--- config.mk ---
export PLATFORM = sky130hd
export DESIGN_NAME = sock_evt_reg
export DESIGN_NICKNAME = d
export VERILOG_FILES = /design/src/rtl/sock_evt_pkg.sv /design/src/rtl/sock_evt_sync.sv /design/src/rtl/sock_evt_flags.sv /design/src/rtl/sock_evt_regport.sv /design/src/rtl/sock_evt_reg.sv
export SDC_FILE = /design/constraint.sdc
export NUM_CORES = 1
export LEC_CHECK = 0
export ABC_AREA = 1
export CAP_MARGIN = 15
export CORE_ASPECT_RATIO = 1.75
export CORE_UTILIZATION = 35
export DETAILED_ROUTE_END_ITERATION = 10
export PLACE_DENSITY = 0.84
export SYNTH_ARGS = -nofsm -noshare
export SYNTH_HDL_FRONTEND = slang
export SYNTH_SLANG_ARGS = --single-unit
--- constraint.sdc ---
create_clock -name clk -period 1.09 [get_ports clk]
set_input_delay 0.2725 -clock clk [delete_from_list [all_inputs] [get_ports clk]]
set_output_delay 0.2725 -clock clk [all_outputs]
set_load 0.03 [all_outputs]
--- src/rtl/sock_evt_pkg.sv ---
package sock_evt_pkg;

    localparam int NSRC   = 4;
    localparam int REG_W  = 32;
    localparam int ADDR_W = 2;

    localparam int BIT_CHG = 0;
    localparam int BIT_CD1 = 1;
    localparam int BIT_CD2 = 2;
    localparam int BIT_PWR = 3;

    typedef logic [NSRC-1:0] evt_vec_t;

    typedef enum logic [ADDR_W-1:0] {
        SEL_EVENT = 2'd0,
        SEL_MASK  = 2'd1,
        SEL_FORCE = 2'd2,
        SEL_LEVEL = 2'd3
    } reg_sel_e;

    typedef struct packed {
        logic     wr;
        reg_sel_e sel;
        evt_vec_t data;
    } wr_req_t;

    // flags that are raised again when the card leaves its reset
    localparam evt_vec_t REARM_SET =
        evt_vec_t'((1 << BIT_CHG) | (1 << BIT_CD1) | (1 << BIT_CD2));

    // change detector: every line on both edges, the status-change line
    // optionally on rising edges only
    function automatic evt_vec_t detect_changes(evt_vec_t cur, evt_vec_t prev,
                                                logic rise_only_chg);
        evt_vec_t d;
        d = cur ^ prev;
        if (rise_only_chg)
            d[BIT_CHG] = cur[BIT_CHG] & ~prev[BIT_CHG];
        return d;
    endfunction

    // per-word write decode
    function automatic evt_vec_t write_hits(wr_req_t r, reg_sel_e s);
        return (r.wr && r.sel == s) ? r.data : '0;
    endfunction

    function automatic logic [REG_W-1:0] widen(evt_vec_t v);
        return {{(REG_W-NSRC){1'b0}}, v};
    endfunction

endpackage

--- src/rtl/sock_evt_sync.sv ---
module sock_evt_sync
    import sock_evt_pkg::*;
#(
    parameter int SYNC_STAGES = 2
) (
    input  logic     clk,
    input  logic     grst,
    input  logic     hist_clr,
    input  logic     card_is_cb,
    input  logic     card_rst,
    input  evt_vec_t lvl_async,
    output evt_vec_t lvl_sync,
    output evt_vec_t hw_set
);

    localparam int LAST = SYNC_STAGES - 1;

    evt_vec_t hist;
    logic     crst_q;
    logic     reset_exit;

    for (genvar g = 0; g < NSRC; g++) begin : g_sync
        logic [SYNC_STAGES-1:0] chain;
        always_ff @(posedge clk) begin
            if (grst)
                chain <= '0;
            else
                chain <= {chain[LAST-1:0], lvl_async[g]};
        end
        assign lvl_sync[g] = chain[LAST];
    end

    always_ff @(posedge clk) begin
        if (hist_clr) begin
            hist   <= '0;
            crst_q <= 1'b0;
        end else begin
            hist   <= lvl_sync;
            crst_q <= card_rst;
        end
    end

    assign reset_exit = crst_q & ~card_rst;

    always_comb begin
        hw_set = detect_changes(lvl_sync, hist, card_is_cb);
        if (reset_exit)
            hw_set = hw_set | (lvl_sync & REARM_SET);
    end

    // with a 32-bit card, a falling status-change line alone sets nothing
    a_r3_cb_no_fall: assert property (@(posedge clk) disable iff (hist_clr)
        (card_is_cb && !reset_exit && $fell(lvl_sync[BIT_CHG])) |-> !hw_set[BIT_CHG]);

    // leaving card reset with a card present re-raises its detect flag
    a_r8_rearm_cd1: assert property (@(posedge clk) disable iff (hist_clr)
        ($past(card_rst) && !card_rst && lvl_sync[BIT_CD1]) |-> hw_set[BIT_CD1]);

endmodule

--- src/rtl/sock_evt_flags.sv ---
module sock_evt_flags
    import sock_evt_pkg::*;
(
    input  logic     clk,
    input  logic     flag_clr,
    input  evt_vec_t hw_set,
    input  evt_vec_t frc_set,
    input  evt_vec_t w1c,
    output evt_vec_t flags
);

    // set sources are OR-ed last so a set always beats a same-cycle clear
    always_ff @(posedge clk) begin
        if (flag_clr)
            flags <= '0;
        else
            flags <= (flags & ~w1c) | hw_set | frc_set;
    end

    // a clear with no competing set empties the flag
    a_r4_w1c_clears: assert property (@(posedge clk) disable iff (flag_clr)
        (|(w1c & ~hw_set & ~frc_set)) |=>
            ((flags & $past(w1c & ~hw_set & ~frc_set)) == '0));

    // a forced bit is set on the next cycle
    a_r5_force_sets: assert property (@(posedge clk) disable iff (flag_clr)
        (|frc_set) |=> ((flags & $past(frc_set)) == $past(frc_set)));

    // hardware set wins over a same-cycle clear
    a_r10_set_wins: assert property (@(posedge clk) disable iff (flag_clr)
        (|(hw_set & w1c)) |=> ((flags & $past(hw_set & w1c)) == $past(hw_set & w1c)));

endmodule

--- src/rtl/sock_evt_regport.sv ---
module sock_evt_regport
    import sock_evt_pkg::*;
(
    input  logic              clk,
    input  logic              grst,
    input  logic              cfg_clr,
    input  logic              wr_en,
    input  logic [ADDR_W-1:0] addr,
    input  logic [REG_W-1:0]  wdata,
    input  logic              rd_en,
    input  evt_vec_t          flags,
    input  evt_vec_t          lvl_sync,
    output evt_vec_t          w1c,
    output evt_vec_t          frc_set,
    output evt_vec_t          mask,
    output logic              rd_vld,
    output logic [REG_W-1:0]  rd_data
);

    wr_req_t          req;
    reg_sel_e         sel;
    logic [REG_W-1:0] rd_word;
    logic             unused_wdata_hi;

    assign sel             = reg_sel_e'(addr);
    assign req             = '{wr: wr_en, sel: sel, data: wdata[NSRC-1:0]};
    assign unused_wdata_hi = ^wdata[REG_W-1:NSRC];

    assign w1c     = write_hits(req, SEL_EVENT);
    assign frc_set = write_hits(req, SEL_FORCE);

    always_ff @(posedge clk) begin
        if (cfg_clr)
            mask <= '0;
        else if (req.wr && req.sel == SEL_MASK)
            mask <= req.data;
    end

    always_comb begin
        unique case (sel)
            SEL_EVENT: rd_word = widen(flags);
            SEL_MASK:  rd_word = widen(mask);
            SEL_LEVEL: rd_word = widen(lvl_sync);
            default:   rd_word = '0;
        endcase
    end

    always_ff @(posedge clk) begin
        if (grst) begin
            rd_vld  <= 1'b0;
            rd_data <= '0;
        end else begin
            rd_vld <= rd_en;
            if (rd_en)
                rd_data <= rd_word;
        end
    end

    // reserved read bits stay zero
    a_r1_reserved_zero: assert property (@(posedge clk) disable iff (grst)
        rd_vld |-> (rd_data[REG_W-1:NSRC] == '0));

    // a read request returns data one cycle later
    a_r11_rd_latency: assert property (@(posedge clk) disable iff (grst)
        rd_en |=> rd_vld);

endmodule

--- src/rtl/sock_evt_reg.sv ---
module sock_evt_reg
    import sock_evt_pkg::*;
#(
    parameter int SYNC_STAGES = 2
) (
    input  logic              clk,
    input  logic              grst,
    input  logic              prst,
    input  logic              pme_en,
    input  logic              card_is_cb,
    input  logic              card_rst,
    input  logic              stat_pwr,
    input  logic              stat_cd2,
    input  logic              stat_cd1,
    input  logic              stat_chg,
    input  logic              wr_en,
    input  logic [ADDR_W-1:0] addr,
    input  logic [REG_W-1:0]  wdata,
    input  logic              rd_en,
    output logic              rd_vld,
    output logic [REG_W-1:0]  rd_data,
    output logic              irq
);

    evt_vec_t lvl_async;
    evt_vec_t lvl_sync;
    evt_vec_t hw_set;
    evt_vec_t frc_set;
    evt_vec_t w1c;
    evt_vec_t flags;
    evt_vec_t mask;
    logic     flag_clr;

    always_comb begin
        lvl_async          = '0;
        lvl_async[BIT_CHG] = stat_chg;
        lvl_async[BIT_CD1] = stat_cd1;
        lvl_async[BIT_CD2] = stat_cd2;
        lvl_async[BIT_PWR] = stat_pwr;
    end

    // bus reset is ignored by the flags while power management is on
    assign flag_clr = grst | (prst & ~pme_en);

    sock_evt_sync #(.SYNC_STAGES(SYNC_STAGES)) u_sync (
        .clk        (clk),
        .grst       (grst),
        .hist_clr   (flag_clr),
        .card_is_cb (card_is_cb),
        .card_rst   (card_rst),
        .lvl_async  (lvl_async),
        .lvl_sync   (lvl_sync),
        .hw_set     (hw_set)
    );

    sock_evt_flags u_flags (
        .clk      (clk),
        .flag_clr (flag_clr),
        .hw_set   (hw_set),
        .frc_set  (frc_set),
        .w1c      (w1c),
        .flags    (flags)
    );

    sock_evt_regport u_port (
        .clk      (clk),
        .grst     (grst),
        .cfg_clr  (flag_clr),
        .wr_en    (wr_en),
        .addr     (addr),
        .wdata    (wdata),
        .rd_en    (rd_en),
        .flags    (flags),
        .lvl_sync (lvl_sync),
        .w1c      (w1c),
        .frc_set  (frc_set),
        .mask     (mask),
        .rd_vld   (rd_vld),
        .rd_data  (rd_data)
    );

    assign irq = |(flags & mask);

    // with power management on, bus reset drops no flag
    a_r6_pme_keeps: assert property (@(posedge clk) disable iff (grst)
        (prst && pme_en && w1c == '0) |=> ((flags & $past(flags)) == $past(flags)));

    // with power management off, bus reset empties the flags
    a_r7_prst_clears: assert property (@(posedge clk) disable iff (grst)
        (prst && !pme_en) |=> (flags == '0));

    // a fully masked register never interrupts
    a_r9_masked_quiet: assert property (@(posedge clk) disable iff (grst)
        (mask == '0) |-> !irq);

endmodule

* Word-level counts from Yosys, hierarchy flattened *
Cells that the tools add are included.

cells by class
  muxes and demuxes = 5
  order comparisons = 0
  multipliers = 0
  divide/modulo/power cells = 0
  reductions and logical operators = 5
  eq/ne operators = 3
  shift operators = 0
  $add $sub $neg = 0
  bitwise operators = 14

operator list
  operator                                                         count
  4-bit two-way mux                                                3
  4-bit case mux with 3 select lines                               1
  4-bit AND                                                        2
  4-bit bitwise OR                                                 2
  2-bit == test, second input constant                             2
  4-bit NOT                                                        1
  4-bit by 3-bit bitwise OR with 4-bit output                      1
  4-bit OR reduction                                               1
  4-bit XOR                                                        1
  1-bit AND                                                        3
  1-bit logical AND                                                3
  1-bit NOT                                                        3
  2-bit by 1-bit == test with 1-bit output, second input constant  1
  2-bit logical NOT                                                1
  1-bit two-way mux                                                1
  1-bit bitwise OR                                                 1

storage, ports and cells
  bits in registers = 54
  bits in latches = 0
  input bits = 46
  memories kept = 0
  bits in read-only memories = 0
  RAM bits = 0
  word-level logic and storage cells = 37
  output and inout bits = 34

* Longest topological paths before layout *
Gate-level depths: netlist (run 1).

  word-level depth = 7
  gate-level depth with buffers = 8
  mapped depth without buffers = 8

* By module *
From an unflattened synthesis (run 1), not the netlist that was laid out.

second synthesis, totals
  cell total of the unflattened synthesis = 197
  area, all modules = 1377.6 sq um

modules (own cells, without submodules)
  module            cells an instance  sequential area each (sq um)  area each (sq um)  instances
  sock_evt_regport  99                 180.2                         666.9              1
  sock_evt_sync     67                 260.2                         520.5              1
  sock_evt_flags    20                 80.1                          145.1              1
  sock_evt_reg      11                 0.0                           45.0               1

* Worst setup path before layout (run 1) *
No wires, ideal clock.

  path kind = register to register
  start = register u_sync.g_sync[1].chain[1]
  end = register u_flags.flags[1]
  slack = 120 ps
  arrival time = 851 ps
  clock period less this slack = 970 ps
  stages on the path, launching flop included = 7
  data required time = 970 ps
  cell sequence = dfxtp_1 > inv_1 > ha_1 > nand2_1 > nand2_1 > nor2_1 > a21oi_1

between the ends
  longest elaborated chain between the ends = 5

RTL lines
  element                                      RTL line              RTL
  start, declared                              sock_evt_sync.sv:23   logic [SYNC_STAGES-1:0] chain;
  start signal, assigned                       sock_evt_sync.sv:28   chain <= {chain[LAST-1:0], lvl_async[g]};
  4-bit XOR                                    sock_evt_pkg.sv:36    d = cur ^ prev;
  4-bit by 3-bit bitwise OR with 4-bit output  sock_evt_sync.sv:48   hw_set = hw_set | (lvl_sync & REARM_SET);
  4-bit two-way mux *                          sock_evt_sync.sv:47   if (reset_exit)
  4-bit bitwise OR * (2 in series)             sock_evt_flags.sv:17  flags <= (flags & ~w1c) | hw_set | frc_set;
  end signal, assigned                         sock_evt_flags.sv:17
  end, declared                                sock_evt_flags.sv:9   output evt_vec_t flags

Every way passes the cells marked *; elsewhere a longest branch is shown, timed or not.
A chain may end at the register's enable or synchronous reset.

* Worst setup path in the final report (run 1) *
  start = register u_flags.flags[3]
  end = output port irq

between the ends
  longest elaborated chain between the ends = 2

RTL lines
  element             RTL line            RTL
  4-bit AND           sock_evt_reg.sv:82  assign irq = |(flags & mask);
  4-bit OR reduction  sock_evt_reg.sv:82
  end, declared       sock_evt_reg.sv:22  output logic irq

No other way between the ends.

==> results.py, run 1 <==
metrics = {
    "drt": {
        "totalWireLength_um": 2737,
        "drt_iter0_markers": 29,
        "dr_total_vias": 1122,
        "route.antenna.remaining_nets": 0,
        "drt_pre_antenna_iters": 4,
        "detail_route.drc_violations": 0,
        "routed_wire_length_per_instance_um": 10.45,
        "routed_via_density": 4.282,
    },
    "flow_run": {
        "drv_cap": 0,
    },
    "die": {
        "die_h_um": 84.08,
        "die-area_mm2": 0.004112,
        "core.rowCount": 29,
        "core_region_area_mm2": 0.003665,
        "die_width_um": 48.91,
        "num_io_pins": 80,
        "starting_utilization_of_the_core_area": 0.3677,
    },
    "yosys": {
        "synth.distinct_cells": 23,
        "netlist_top_cells_count": "nand2_1 (32), buf_4 (28), dfxtp_1 (26)",
        "synth_area_mm2": 0.001348,
        "synthTopCellsByArea": "dfxtp_1 (39%), buf_4 (16%), nand2_1 (8.9%), inv_1 (7.0%), nor2_1 (5.6%)",
        "netlist_instances": 182,
        "yosys_register_bits": 26,
        "synth-edff-count": 0,
        "synth.yosys.seq_area_share": 0.3863,
        "post_synth.cell_area_avg_um2": 7.404,
        "yosys_warnings": 0,
        "most_used_flip_flop_cell_after_synthesis": "dfxtp_1",
        "yosysTopAreaCell": "dfxtp_1",
        "postSynth.asyncResetShare": 0,
        "cell_with_the_most_instances_after_synthesis": "nand2_1",
        "yosysTopAreaCellShare": 0.3863,
    },
    "critical_path": {
        "path_cells": "nand2_2 -> nand4_1 -> buf_6",
        "delay_contributed_by_the_slowest_stage_of_the_critical_path_ps": 340,
        "cp_data_required_time_ps": 820,
        "worstPathArrival_ps": 940,
        "cpLargestDelayFamily": "flip-flops",
        "path_buf_inv": 1,
        "path_max_fanout": 2,
        "worstSetupStartpointType": "flip-flop",
        "timing_worst_setup_path_type": "flip-flop to output port",
        "worst_setup_path_end_kind": "output port",
        "crit_path_top_delay_cell": "dfxtp_2",
    },
    "placement": {
        "gp_routability_congestion": 0.8761,
        "buffer_ports.inserted": 23,
        "placedCellCount": 253,
        "place_area_mm2": 0.001545,
        "worst_setup_slack_before_clock_tree_synthesis_ps": -437.6,
        "detailedPlacementHpwl_um": 1944,
    },
    "grt": {
        "wire_length_of_the_first_global_routing_pass_um": 4602,
        "global_route.overflow_total": 0,
        "grtUsageTotal": 0.1492,
        "gr-max-usage-layer": "met2",
        "grt_max_degree": 14,
        "grt_antenna_before_repair": 0,
        "grt_use_met3": 0.01093,
        "gr-usage-met1": 0.1376,
        "number_of_global_route_vias_before_repair": 1124,
        "gr-usage-met2": 0.2715,
    },
    "outcome": {
        "failed_checks": "negative setup slack",
        "outcome": "finished with violations",
    },
    "clock_tree": {
        "clkSinkCount": 26,
        "htree_levels": 1,
        "cts.root.buffer_cell": "clkbuf_8",
        "clk_transition_reported_paths_ps": 80,
        "tritoncts": "built",
        "insertion_delay_ps": 260,
        "cts_max_path_buffers": 2,
        "cts_buffers": 3,
        "cts.hold.buffers_added": 0,
    },
    "sta": {
        "final-setup-viol-count": 1,
        "fin_ws_ps": -118.2,
        "hold_viol": 0,
        "grt_setup_unrepaired": "true",
        "final-max-slew-violation-count": 0,
        "fmax_mhz": 827.7,
        "min_period_over_period": 1.108,
        "skew_ps": 0.9363,
        "fin_crit_ps": 1208,
    },
    "final_layout": {
        "layoutNonFillerInstCount": 262,
        "number_of_nets_in_the_layout": 267,
        "finalInstanceArea_mm2": 0.001675,
        "area_delta_synth_final_pct": 24.33,
        "post-route-util": 0.4572,
        "ff_latch_area_um2": 531.8,
        "multi_input_area_um2": 609.3,
        "post_route_cells_drive_above_1_share": 0.2176,
        "nFillCells": 385,
        "antenna_cells": 0,
    },
    "pwr": {
        "peak_supply_drop_v": 0.0006238,
        "power.total_mw": 1.951,
        "power_per_cell_area_mw_per_mm2": 1164,
        "p_leak_nw": 0.7808,
    },
    "hold_path": {
        "min_path_type": "flip-flop to flip-flop",
    },
}
[cells by family (layout without fill, tap and decap cells)]
| family | Yosys count | after routing | share of synthesized area |
|---|---|---|---|
| adders and majority gates | 3 | 3 | 0.02786 |
| DFF | 26 | 26 | 0.3863 |
| xor gates and xnor gates | 1 | 1 | 0.006501 |
| other | 1 | 28 | 0.002783 |
| and+or+nand+nor | 73 | 73 | 0.2461 |
| buffers and inverters | 60 | 67 | 0.2609 |
| AOI/OAI and AO/OA | 18 | 18 | 0.06964 |
[metal layers]
metal / vias to the layer above / wire length [um] / share of wire
li1: 571 / - / -
met2: 45 / 1470 / 0.54
met3: 10 / 110 / 0.040
met1: 496 / 985 / 0.36
met5: - / 0 / 0
met4: 0 / 170 / 0.062
[final cells by class]
class / count / share of cell area
Clock buffer: 3 / 0.02465
Timing Repair Buffer: 36 / 0.1942
Tap cell: 46 / 0.03435
Inverter: 28 / 0.06572
Sequential cell: 26 / 0.3174
Multi-Input combinational cell: 123 / 0.3637
[tightest hold or removal path: cells and delay by family, from the launching register on]
family	cells	cell delay, ps
flops	1	300
buf+inv	1	40
simple gates	1	30
[power breakdown]
group / leakage [nW] / switching [mW] / internal, mW
clock: 0.0216 / 0.269 / 0.247
combinational: 0.542 / 0.276 / 0.143
sequential: 0.217 / 0.0235 / 0.992
total: 0.781 / 0.569 / 1.38
[sequential cells by signal, summed over array words and instances (netlist names)]
| register | cells |
|---|---|
| u_sync.g_sync.chain | 8 |
| u_flags.flags | 4 |
| u_port.mask | 4 |
| u_port.rd_data | 4 |
| u_sync.hist | 4 |
| u_port.rd_vld | 1 |
| u_sync.crst_q | 1 |
[stage by stage]
step / hold WS [ps] / TNS (ps)
CTS: 401.4 / -96.30
floorplan: 341.6 / 0
finish: 397.7 / -118.2
detailed placement: 393.3 / -6198
global placement: 391.6 / -5642
global route: 435.5 / -173.2
[layout by cell type (no fill, tap or decap), types with 9 or more instances in the layout]
cell type and instances:
clkdlybuf4s50_1 14, dfxtp_2 9, nand2_1 31, nor2_1 19
a21oi_1 11, conb_1 28, nand3_1 14, dfxtp_1 17
buf_4 17, inv_1 21
[final timing paths]
check             slack [ps]                                    to  cells past startpoint                                  from
setup / recovery        -120                                   irq                      3           u_flags.flags[3]$_SDFF_PP0_
hold / removal           400  u_sync.g_sync[2].chain[1]$_SDFF_PP0_                      2  u_sync.g_sync[2].chain[0]$_SDFF_PP0_
setup reg to reg          30           u_flags.flags[2]$_SDFF_PP0_                      6  u_sync.g_sync[2].chain[1]$_SDFF_PP0_
hold reg to reg          400  u_sync.g_sync[2].chain[1]$_SDFF_PP0_                      2  u_sync.g_sync[2].chain[0]$_SDFF_PP0_
[what timing repair did]
| item | CTS | global route |
|---|---|---|
| gates resized for setup | 14 | 9 |
| endpoints found under the setup margin | 13 | 9 |
| buffers inserted | 4 | 2 |
| pin swaps | 0 | 8 |
No activity file was read; power rests on OpenSTA's default activity.
==> run 2, diff against run 1 <==
CORE_UTILIZATION = 37   (was 35)
PLACE_DENSITY = 0.87   (was 0.84)
==> run 2 against run 1 <==
  * Register-to-register slack improved by 20 ps
  * Global-route usage shrank 1.2 points
  * Clock skew increased by 1.0 ps
  * Final area grew 2.7%
  * Die area down 5.2%
  * Worst setup slack gained 6.8 ps
  * Largest power group unchanged
  * Final cell count up 0.76%
  * Wire length down 5.2%
  * Highest routed layer unchanged
  * Flip-flop and latch count did not move
  * Clock-buffer cell count up 1
  * The flow still finishes with violations (negative setup slack)
==> results.py, run 2 (synthesis gave the netlist of run 1 again) <==
metrics = {
    "outcome": {
        "outcome": "finished with violations",
        "failed_checks": "negative setup slack",
    },
    "drt": {
        "drt_pre_antenna_iters": 4,
        "dr_total_vias": 1122,
        "totalWireLength_um": 2594,
        "routed_wire_length_per_instance_um": 9.826,
        "detail_route.drc_violations": 0,
        "drt_iter0_markers": 25,
        "route.antenna.remaining_nets": 0,
        "routed_via_density": 4.250,
    },
    "clock_tree": {
        "htree_levels": 1,
        "cts.root.buffer_cell": "clkbuf_8",
        "insertion_delay_ps": 270,
        "clkSinkCount": 26,
        "clk_transition_reported_paths_ps": 80,
        "cts_max_path_buffers": 2,
        "tritoncts": "built",
        "cts_buffers": 3,
        "cts.hold.buffers_added": 0,
    },
    "critical_path": {
        "worstRegToRegCells": 6,
        "timing.critical_path.depth": 3,
        "delay_contributed_by_the_slowest_stage_of_the_critical_path_ps": 340,
        "cpLargestDelayFamily": "flip-flops",
        "worst_setup_path_end_kind": "output port",
        "crit_path_top_delay_cell": "dfxtp_2",
        "worstPathArrival_ps": 930,
        "path_buf_inv": 1,
        "path_max_fanout": 2,
        "worstSetupStartpointType": "flip-flop",
        "cp_data_required_time_ps": 820,
        "timing_worst_setup_path_type": "flip-flop to output port",
        "path_cells": "nand2_2 -> nand4_1 -> buf_6",
    },
    "sta": {
        "timing.setup.tns_ps": -111.3,
        "skew_ps": 1.936,
        "fin_crit_ps": 1201,
        "min_period_over_period": 1.102,
        "final-setup-viol-count": 1,
        "fmax_mhz": 832.4,
        "grt_setup_unrepaired": "true",
        "fin_ws_ps": -111.3,
        "final-max-slew-violation-count": 0,
        "hold_viol": 0,
    },
    "final_layout": {
        "nFillCells": 340,
        "area_delta_synth_final_pct": 27.67,
        "number_of_nets_in_the_layout": 269,
        "post_route_cells_drive_above_1_share": 0.2237,
        "number_of_flip_flops_in_the_largest_register": 8,
        "ff_latch_area_um2": 533.0,
        "mostFrequentLayoutCell": "nand2_1",
        "register_with_the_most_flip_flops": "u_sync.g_sync.chain",
        "most-common-layout-cells": "nand2_1 (31), conb_1 (28), inv_1 (21), nor2_1 (20)",
        "multi_input_area_um2": 611.8,
        "antenna_cells": 0,
        "layoutNonFillerInstCount": 264,
    },
    "placement": {
        "gp_routability_congestion": 0.7598,
        "placedCellCount": 253,
        "buffer_ports.inserted": 23,
        "detailedPlacementHpwl_um": 1893,
        "worst_setup_slack_before_clock_tree_synthesis_ps": -378.3,
    },
    "hold_path": {
        "min_path_type": "flip-flop to flip-flop",
        "hold_path_depth": 2,
    },
    "pwr": {
        "p_leak_nw": 0.8093,
        "power_per_cell_area_mw_per_mm2": 1186,
        "peak_supply_drop_v": 0.0005548,
    },
    "die": {
        "die_width_um": 47.62,
        "core.rowCount": 28,
        "num_io_pins": 80,
        "starting_utilization_of_the_core_area": 0.3925,
        "die_h_um": 81.84,
        "core_region_area_mm2": 0.003433,
        "die-area_mm2": 0.003897,
    },
    "grt": {
        "grtUsageTotal": 0.1374,
        "grt_max_degree": 15,
        "number_of_global_route_vias_before_repair": 1038,
        "grt_antenna_before_repair": 0,
        "wire_length_of_the_first_global_routing_pass_um": 3753,
        "global_route.overflow_total": 0,
    },
    "flow_run": {
        "drv_cap": 0,
    },
}
run 2: where the power goes:
| group | internal [mW] | switching [mW] | total, mW |
|---|---|---|---|
| combinational | 0.149 | 0.272 | 0.422 |
| sequential | 0.993 | 0.0212 | 1.01 |
| clock | 0.323 | 0.283 | 0.606 |
run 2: final timing paths:
| path | start | end | slack (ps) |
|---|---|---|---|
| max | u_port.mask[3]$_SDFFE_PP0P_ | irq | -110 |
| min | u_sync.g_sync[2].chain[0]$_SDFF_PP0_ | u_sync.g_sync[2].chain[1]$_SDFF_PP0_ | 400 |
| max reg2reg | u_sync.g_sync[1].chain[1]$_SDFF_PP0_ | u_flags.flags[1]$_SDFF_PP0_ | 50 |
| min reg2reg | u_sync.g_sync[2].chain[0]$_SDFF_PP0_ | u_sync.g_sync[2].chain[1]$_SDFF_PP0_ | 400 |
run 2: layout make-up:
type,count,area share
inverter,28,0.06400
tap,45,0.03273
sequential,26,0.3098
multi-input combinational,123,0.3556
clock buffer,4,0.03200
timing repair buffer,38,0.2058
run 2: metrics by stage:
| step | power, mW | cell area [um2] | hold slack, ps | utilization |
|---|---|---|---|---|
| final | 2.041 | 1720 | 396.2 | 0.5011 |
| after detailed placement | 1.420 | 1551 | 393.3 | 0.4519 |
| after floorplan | 1.368 | 1449 | 341.6 | - |
| after CTS | 2.055 | 1663 | 403.9 | 0.4843 |
| after global placement | 1.413 | 1551 | 390.4 | 0.4519 |
| after global routing | 2.152 | 1720 | 418.4 | 0.5011 |
run 2: worst min-delay path, stage by stage (launching register included):
cell	delay, ps
dfxtp_1	300
inv_1	40
nor2_1	30
run 2: timing repair:
item,in CTS,in global routing
gates cloned,0,0
gates resized for setup,13,13
pin swaps,1,7
endpoints found under the setup margin,14,11
buffers inserted,6,1
run 2: routing by layer:
layer  global-route usage  up-vias  wire length, um
li1                     -      576                -
met1               0.1032      504              912
met2               0.2795       37             1521
met3                    0        5               85
met4               0.1167        0               74
met5                    0        -                0
